==> src/rtl/hfc_pkg.sv <==
package hfc_pkg;
    localparam int LW      = 18;
    localparam int M_FULL  = 4;
    localparam int N_FULL  = (1 << M_FULL) - 1;
    localparam int K_FULL  = N_FULL - M_FULL;
    localparam int M_SHORT = 3;
    localparam int N_SHORT = (1 << M_SHORT) - 2;
    localparam int K_SHORT = N_SHORT - M_SHORT;
    localparam int PAY_W   = 2 * K_FULL + K_SHORT;
    localparam int C_LO    = LW - N_FULL;

    typedef enum logic [1:0] {TX_IDLE, TX_WORD0, TX_WORD1} tx_state_t;
    typedef enum logic {RX_LOW, RX_HIGH} rx_state_t;
endpackage

==> src/rtl/ham_enc.sv <==
module ham_enc #(
    parameter int M    = 4,
    parameter int NLEN = 15
) (
    input  logic [NLEN-M-1:0] data,
    output logic [NLEN-1:0]   cw
);
    localparam int NFULL = (1 << M) - 1;
    localparam int K     = NLEN - M;

    logic [NFULL:1] pos;
    logic           par;
    int             di;

    always_comb begin
        pos = '0;
        di  = 0;
        par = 1'b0;
        for (int p = 1; p <= NFULL; p++) begin
            if ((p & (p - 1)) != 0) begin
                if (di < K) pos[p] = data[di];
                di = di + 1;
            end
        end
        for (int j = 0; j < M; j++) begin
            par = 1'b0;
            for (int p = 1; p <= NFULL; p++) begin
                if (((p >> j) & 1) == 1) par = par ^ pos[p];
            end
            pos[1 << j] = par;
        end
        cw = pos[NLEN:1];
    end
endmodule

==> src/rtl/ham_dec.sv <==
module ham_dec #(
    parameter int M    = 4,
    parameter int NLEN = 15
) (
    input  logic [NLEN-1:0]   cw,
    output logic [NLEN-M-1:0] data,
    output logic              fixed_flag,
    output logic              bad_flag
);
    logic [M-1:0]   syn;
    logic [NLEN-1:0] fixd;
    int             di;

    always_comb begin
        syn = '0;
        for (int p = 1; p <= NLEN; p++) begin
            if (cw[p-1]) syn = syn ^ M'(p);
        end
    end

    always_comb begin
        fixd       = cw;
        fixed_flag = 1'b0;
        bad_flag   = 1'b0;
        if (syn != '0) begin
            if (int'(syn) <= NLEN) begin
                fixd[int'(syn) - 1] = ~cw[int'(syn) - 1];
                fixed_flag          = 1'b1;
            end else begin
                bad_flag = 1'b1;
            end
        end
    end

    always_comb begin
        data = '0;
        di   = 0;
        for (int p = 1; p <= NLEN; p++) begin
            if ((p & (p - 1)) != 0) begin
                data[di] = fixd[p-1];
                di = di + 1;
            end
        end
    end
endmodule

==> src/rtl/hfrm_tx.sv <==
module hfrm_tx
    import hfc_pkg::*;
(
    input  logic             clk,
    input  logic             rst_n,
    input  logic             in_valid,
    output logic             in_ready,
    input  logic [PAY_W-1:0] in_payload,
    output logic             tx_valid,
    output logic [LW-1:0]    tx_word
);
    tx_state_t            st, nx;
    logic [N_FULL-1:0]    cw_full [2];
    logic [N_SHORT-1:0]   cw_short;
    logic [2*LW-1:0]      frame_q;
    logic                 take;

    for (genvar g = 0; g < 2; g++) begin : g_full
        ham_enc #(.M(M_FULL), .NLEN(N_FULL)) u_enc (
            .data (in_payload[g*K_FULL +: K_FULL]),
            .cw   (cw_full[g])
        );
    end

    ham_enc #(.M(M_SHORT), .NLEN(N_SHORT)) u_enc_s (
        .data (in_payload[PAY_W-1 -: K_SHORT]),
        .cw   (cw_short)
    );

    assign take = in_valid && in_ready;

    always_comb begin
        nx = st;
        unique case (st)
            TX_IDLE:  nx = in_valid ? TX_WORD0 : TX_IDLE;
            TX_WORD0: nx = TX_WORD1;
            TX_WORD1: nx = in_valid ? TX_WORD0 : TX_IDLE;
            default:  nx = TX_IDLE;
        endcase
    end

    always_ff @(posedge clk) begin
        if (!rst_n) st <= TX_IDLE;
        else        st <= nx;
    end

    always_ff @(posedge clk) begin
        if (!rst_n) frame_q <= '0;
        else if (take)
            frame_q <= {cw_short[N_SHORT-1 -: C_LO], cw_full[1],
                        cw_short[C_LO-1:0], cw_full[0]};
    end

    always_comb begin
        in_ready = 1'b1;
        tx_valid = 1'b0;
        tx_word  = '0;
        unique case (st)
            TX_IDLE:  ;
            TX_WORD0: begin
                in_ready = 1'b0;
                tx_valid = 1'b1;
                tx_word  = frame_q[LW-1:0];
            end
            TX_WORD1: begin
                tx_valid = 1'b1;
                tx_word  = frame_q[2*LW-1:LW];
            end
            default:  ;
        endcase
    end

    assert_pair_unbroken_R2: assert property (@(posedge clk) disable iff (!rst_n)
        (tx_valid && !in_ready) |=> tx_valid);
    assert_first_word_blocks_R2: assert property (@(posedge clk) disable iff (!rst_n)
        $rose(tx_valid) |-> !in_ready);
    assert_second_word_ready_R11: assert property (@(posedge clk) disable iff (!rst_n)
        (tx_valid && !in_ready) |=> in_ready);
endmodule

==> src/rtl/hfrm_rx.sv <==
module hfrm_rx
    import hfc_pkg::*;
(
    input  logic             clk,
    input  logic             rst_n,
    input  logic             rx_valid,
    input  logic [LW-1:0]    rx_word,
    output logic             out_valid,
    output logic [PAY_W-1:0] out_payload,
    output logic [2:0]       out_fix,
    output logic             out_bad
);
    rx_state_t            st, nx;
    logic [LW-1:0]        low_q;
    logic [N_FULL-1:0]    cw_full [2];
    logic [N_SHORT-1:0]   cw_short;
    logic [K_FULL-1:0]    d_full [2];
    logic [K_SHORT-1:0]   d_short;
    logic [1:0]           fx_full, bad_full;
    logic                 fx_short, bad_short;
    logic                 done;

    assign cw_full[0] = low_q[N_FULL-1:0];
    assign cw_full[1] = rx_word[N_FULL-1:0];
    assign cw_short   = {rx_word[LW-1:N_FULL], low_q[LW-1:N_FULL]};

    for (genvar g = 0; g < 2; g++) begin : g_full
        ham_dec #(.M(M_FULL), .NLEN(N_FULL)) u_dec (
            .cw         (cw_full[g]),
            .data       (d_full[g]),
            .fixed_flag (fx_full[g]),
            .bad_flag   (bad_full[g])
        );
    end

    ham_dec #(.M(M_SHORT), .NLEN(N_SHORT)) u_dec_s (
        .cw         (cw_short),
        .data       (d_short),
        .fixed_flag (fx_short),
        .bad_flag   (bad_short)
    );

    assign done = (st == RX_HIGH) && rx_valid;

    always_comb begin
        nx = st;
        unique case (st)
            RX_LOW:  nx = rx_valid ? RX_HIGH : RX_LOW;
            RX_HIGH: nx = rx_valid ? RX_LOW  : RX_HIGH;
            default: nx = RX_LOW;
        endcase
    end

    always_ff @(posedge clk) begin
        if (!rst_n) st <= RX_LOW;
        else        st <= nx;
    end

    always_ff @(posedge clk) begin
        if (!rst_n) begin
            low_q       <= '0;
            out_valid   <= 1'b0;
            out_payload <= '0;
            out_fix     <= '0;
            out_bad     <= 1'b0;
        end else begin
            if ((st == RX_LOW) && rx_valid) low_q <= rx_word;
            out_valid <= done;
            if (done) begin
                out_payload <= {d_short, d_full[1], d_full[0]};
                out_fix     <= {fx_short, fx_full[1], fx_full[0]};
                out_bad     <= bad_short | (|bad_full);
            end else begin
                out_fix <= '0;
                out_bad <= 1'b0;
            end
        end
    end

    assert_single_pulse_R5: assert property (@(posedge clk) disable iff (!rst_n)
        out_valid |=> !out_valid);
    assert_follows_word_R5: assert property (@(posedge clk) disable iff (!rst_n)
        out_valid |-> $past(rx_valid));
    assert_quiet_flags_R6: assert property (@(posedge clk) disable iff (!rst_n)
        !out_valid |-> (out_fix == 3'b000 && !out_bad));
    assert_bad_not_fixed_R8: assert property (@(posedge clk) disable iff (!rst_n)
        out_bad |-> !out_fix[2]);
endmodule

==> src/rtl/hframe_codec.sv <==
module hframe_codec
    import hfc_pkg::*;
(
    input  logic             clk,
    input  logic             rst_n,
    input  logic             in_valid,
    output logic             in_ready,
    input  logic [PAY_W-1:0] in_payload,
    output logic             tx_valid,
    output logic [LW-1:0]    tx_word,
    input  logic             rx_valid,
    input  logic [LW-1:0]    rx_word,
    output logic             out_valid,
    output logic [PAY_W-1:0] out_payload,
    output logic [2:0]       out_fix,
    output logic             out_bad
);
    hfrm_tx u_tx (
        .clk        (clk),
        .rst_n      (rst_n),
        .in_valid   (in_valid),
        .in_ready   (in_ready),
        .in_payload (in_payload),
        .tx_valid   (tx_valid),
        .tx_word    (tx_word)
    );

    hfrm_rx u_rx (
        .clk         (clk),
        .rst_n       (rst_n),
        .rx_valid    (rx_valid),
        .rx_word     (rx_word),
        .out_valid   (out_valid),
        .out_payload (out_payload),
        .out_fix     (out_fix),
        .out_bad     (out_bad)
    );
endmodule

==> config.mk <==
export PLATFORM = sky130hd
export DESIGN_NAME = hframe_codec
export DESIGN_NICKNAME = d
export VERILOG_FILES = /design/src/rtl/hfc_pkg.sv /design/src/rtl/ham_enc.sv /design/src/rtl/ham_dec.sv /design/src/rtl/hfrm_tx.sv /design/src/rtl/hfrm_rx.sv /design/src/rtl/hframe_codec.sv
export SDC_FILE = /design/constraint.sdc
export NUM_CORES = 1
export LEC_CHECK = 0
export CORE_MARGIN = 5
export CORE_UTILIZATION = 58
export CTS_CLUSTER_DIAMETER = 200
export DETAILED_ROUTE_END_ITERATION = 16
export PLACE_DENSITY = 0.89
export RECOVER_POWER = 50
export SETUP_SLACK_MARGIN = 0.4
export SYNTH_ARGS = -nofsm -noshare
export SYNTH_HDL_FRONTEND = slang
export SYNTH_SLANG_ARGS = --single-unit
export TNS_END_PERCENT = 50
==> constraint.sdc <==
create_clock -name clk -period 6.4 [get_ports clk]
set_input_delay 1.6 -clock clk [delete_from_list [all_inputs] [get_ports clk]]
set_output_delay 1.6 -clock clk [all_outputs]
set_load 0.03 [all_outputs]
==> flow_metrics.py <==
metrics = {
    "timing": {
        "layout_worst_path_cycle_share_pct": 80.7,
        "period_minus_slack_ns": 5.17,
        "timing.slew.headroom_pct": -4.02,
        "tns_ns": 0,
        "setup_violations": 0,
        "tightest_slew_ns": 1.56,
        "hold_violations": 0,
        "slew_viol_final": 45,
        "rsz0062_at_grt": "no",
        "max_clock_freq_mhz": 194,
        "clock_skew_ns": 0.0127,
    },
    "setup_path": {
        "critical-path-top-delay-family": "compound AO/OA/AOI/OAI gates",
        "required_ns": 6.65,
        "cp.arrival_ns": 5.41,
        "path_class": "primary input to flip-flop",
        "r2r_end": "u_rx.out_payload[9]",
        "reg2reg_depth": 10,
        "endpoint_kind": "flip-flop",
        "path_buf_inv": 1,
        "slowest_stage": "clkdlybuf4s50_1",
        "rr_startpoint": "u_rx.low_q[6]",
        "r2r_slack_ns": 3.01,
        "cp_max_fo": 9,
        "start_kind": "primary input",
        "critPathMaxStageDelay_ns": 0.55,
        "cp_cell_sequence": "clkdlybuf4s50_1 -> xnor2_2 -> xor2_1 -> xnor2_1 -> ha_1 -> ha_1 -> mux2i_1 -> mux2i_1 -> nand3_1 -> o211ai_2 -> nor3b_1 -> a311o_1 -> a211o_1 -> a41o_1",
    },
    "clock_tree": {
        "cts_resized": 0,
        "cts_setup_buffers": 0,
        "cts_root_buffer": "clkbuf_8",
        "cts_htree_levels": 3,
        "hold_buffers": 0,
        "cts_made_buffers": 9,
        "clock_latency_ns": 0.35,
        "clkTransAtPathRegs_ns": 0.09,
        "clock_tree.buffer_depth": 2,
        "cts.sink_count": 87,
        "cts_tree": "yes",
    },
    "floorplanning": {
        "die-area_mm2": 0.0113,
        "die_h_um": 106,
        "ios": 97,
        "start_util_pct": 58.8,
        "die_w_um": 106,
        "core_mm2": 0.00915,
        "rows": 35,
    },
    "finish": {
        "final_cells": 810,
        "final_cell_mix": "nand2_1 (96), dfxtp_1 (87), clkdlybuf4s50_1 (65), xnor2_1 (56), dlygate4sd3_1 (31)",
        "final_nets": 758,
        "n_antenna_cell": 0,
        "syn_to_final_growth_pct": 22.1,
        "fin_area_mm2": 0.00657,
        "layout_commonest_cell": "nand2_1",
        "utilization_pct": 71.8,
        "drive_gt1_share_pct": 5.72,
    },
    "place": {
        "dpl_cell_area_mm2": 0.00637,
        "dp_cells": 794,
        "hpwl_um": 10500,
        "place_congestion": 0.921,
        "port_buffers": 96,
    },
    "grt": {
        "grt_max_degree": 45,
        "first_global_vias": 4507,
        "grt_usage_pct": 24.6,
        "overflow": 0,
        "antenna_found_initial": 0,
        "grt_first_pass_wirelength_um": 22400,
    },
    "synthesis": {
        "avgSynthCellArea_um2": 8.69,
        "syn-cell-area_mm2": 0.00538,
        "ys_seq_area_share_pct": 32.4,
        "yosysWarnings": 0,
        "synth_edf_count": 0,
        "ys_types": 56,
        "yosys_register_bits": 87,
        "synthXorXnorAreaFrac_pct": 17.5,
        "synthArstFlopShare_pct": 0,
        "synthCells": 619,
        "synthAdderAreaFrac_pct": 4.14,
        "synth-main-ff-cell": "dfxtp_1",
        "syn_nets": 683,
        "synthSimpleGateAreaFrac_pct": 18.6,
        "synthMuxAreaShare_pct": 7.88,
        "synth_compound_area_share_pct": 15.9,
        "synth_top_family_by_area": "simple AND/OR/NAND/NOR gates",
    },
    "drt": {
        "routed_wl_um": 13800,
        "vias": 4586,
        "viasPerCell": 5.66,
        "ant_nets": 0,
        "wl_per_cell_um": 17.0,
        "drc": 0,
        "first_pass_iters": 5,
        "drtIter0Drc": 294,
    },
    "hold_path": {
        "hold_start": "u_rx.out_payload[1]",
        "hold_class": "flip-flop to flip-flop",
        "whs_endpoint": "u_rx.out_payload[1]",
        "hold_depth": 2,
    },
    "power_and_ir_drop": {
        "leakage_nw": 2.59,
        "total_power_mw": 1.81,
        "ir_worst_vdd_mv": 0.154,
        "p_per_area_mw_per_mm2": 276,
    },
    "outcome": {
        "violations": "capacitance limit, slew limit",
        "outcome": "complete, but fails checks",
    },
    "flow_run": {
        "maxCapViolations": 1,
    },
}
## registers in the layout, summed over array words and instances, names as in the netlist
name and cells:
u_tx.frame_q 36, u_rx.out_payload 25, u_rx.low_q 18, u_rx.out_fix 3
u_tx.st 2, u_rx.out_bad 1, u_rx.out_valid 1, u_rx.st 1
## worst max path at each step
stage / from / end / depth (start not counted)
final: rx_word[6] / u_rx.out_payload[16] / 14
after CTS: rx_word[6] / u_rx.out_payload[16] / 14
after global routing: rx_word[6] / u_rx.out_payload[16] / 14
after floorplan: rx_word[4] / u_rx.out_payload[15] / 14
after global placement: rx_word[6] / u_rx.out_payload[15] / 14
after detailed placement: rx_word[6] / u_rx.out_payload[16] / 14
## tightest hold or removal path: cells and delay by family (launching register included)
family	cells	cell delay, ns
AOI/OAI and AO/OA	1	0.05
DFF	1	0.31
and+or+nand+nor	1	0.05
## logic make-up (layout without fill, tap and decap cells)
| logic type | Yosys count | count (layout) |
|---|---|---|
| AOI/OAI and AO/OA | 127 | 127 |
| xor gates and xnor gates | 88 | 88 |
| adders and majority gates | 18 | 18 |
| buffers and inverters | 51 | 131 |
| DFF | 87 | 87 |
| muxes | 37 | 37 |
| and+or+nand+nor | 211 | 211 |
## power by group
part           switching [mW]  internal, mW
sequential             0.0282         0.580
clock                   0.207         0.197
combinational           0.469         0.332
## Yosys cell counts, drive strengths merged, types with 2 or more instances
cell | count | area share (%)
nor2 | 29 | 2.0
nor3 | 6 | 0.56
xnor3 | 3 | 1.3
nand2 | 97 | 6.9
o31ai | 7 | 0.98
a41o | 2 | 0.37
nor3b | 4 | 0.56
clkbuf | 30 | 2.1
a22oi | 18 | 2.5
a21oi | 22 | 2.0
o21ai | 29 | 2.7
and3 | 3 | 0.35
or2 | 3 | 0.35
a21boi | 27 | 3.8
nor2b | 23 | 2.7
mux4 | 4 | 1.7
ha | 17 | 4.0
o211ai | 7 | 1.1
inv | 17 | 1.2
a211oi | 3 | 0.42
o211a | 4 | 0.74
mux2 | 3 | 0.63
nand3 | 18 | 1.7
nand3b | 3 | 0.42
a32o | 2 | 0.37
mux2i | 30 | 5.6
xnor2 | 63 | 12
and2 | 12 | 1.4
xor2 | 20 | 3.7
buf | 4 | 0.33
xor3 | 2 | 0.91
or3 | 2 | 0.23
nand2b | 6 | 0.70
dfxtp | 87 | 32
## metrics by stage
step,setup slack (ns),hold slack [ns]
3_5_place_dp,0.859,0.439
4_1_cts,1.25,0.451
5_1_grt,1.03,0.466
2_1_floorplan,1.83,0.441
6_report,1.23,0.443
3_3_place_gp,0.990,0.438
## routing by layer
metal	routed length [µm]	GRT usage [%]	up-vias
met5	0	0	-
met4	261	8.51	0
met3	650	2.91	24
met2	6970	43.5	138
met1	5890	31.0	2165
li1	-	-	2259
## final cells by class
cell class | count | area (µm²)
Clock buffer | 10 | 138
Clock inverter | 6 | 73.8
Fill cell | 716 | 2580
Inverter | 17 | 63.8
Multi-Input combinational cell | 481 | 3450
Sequential cell | 87 | 1740
Tap cell | 111 | 139
Timing Repair Buffer | 98 | 968
(Power assumes the default switching activity.)
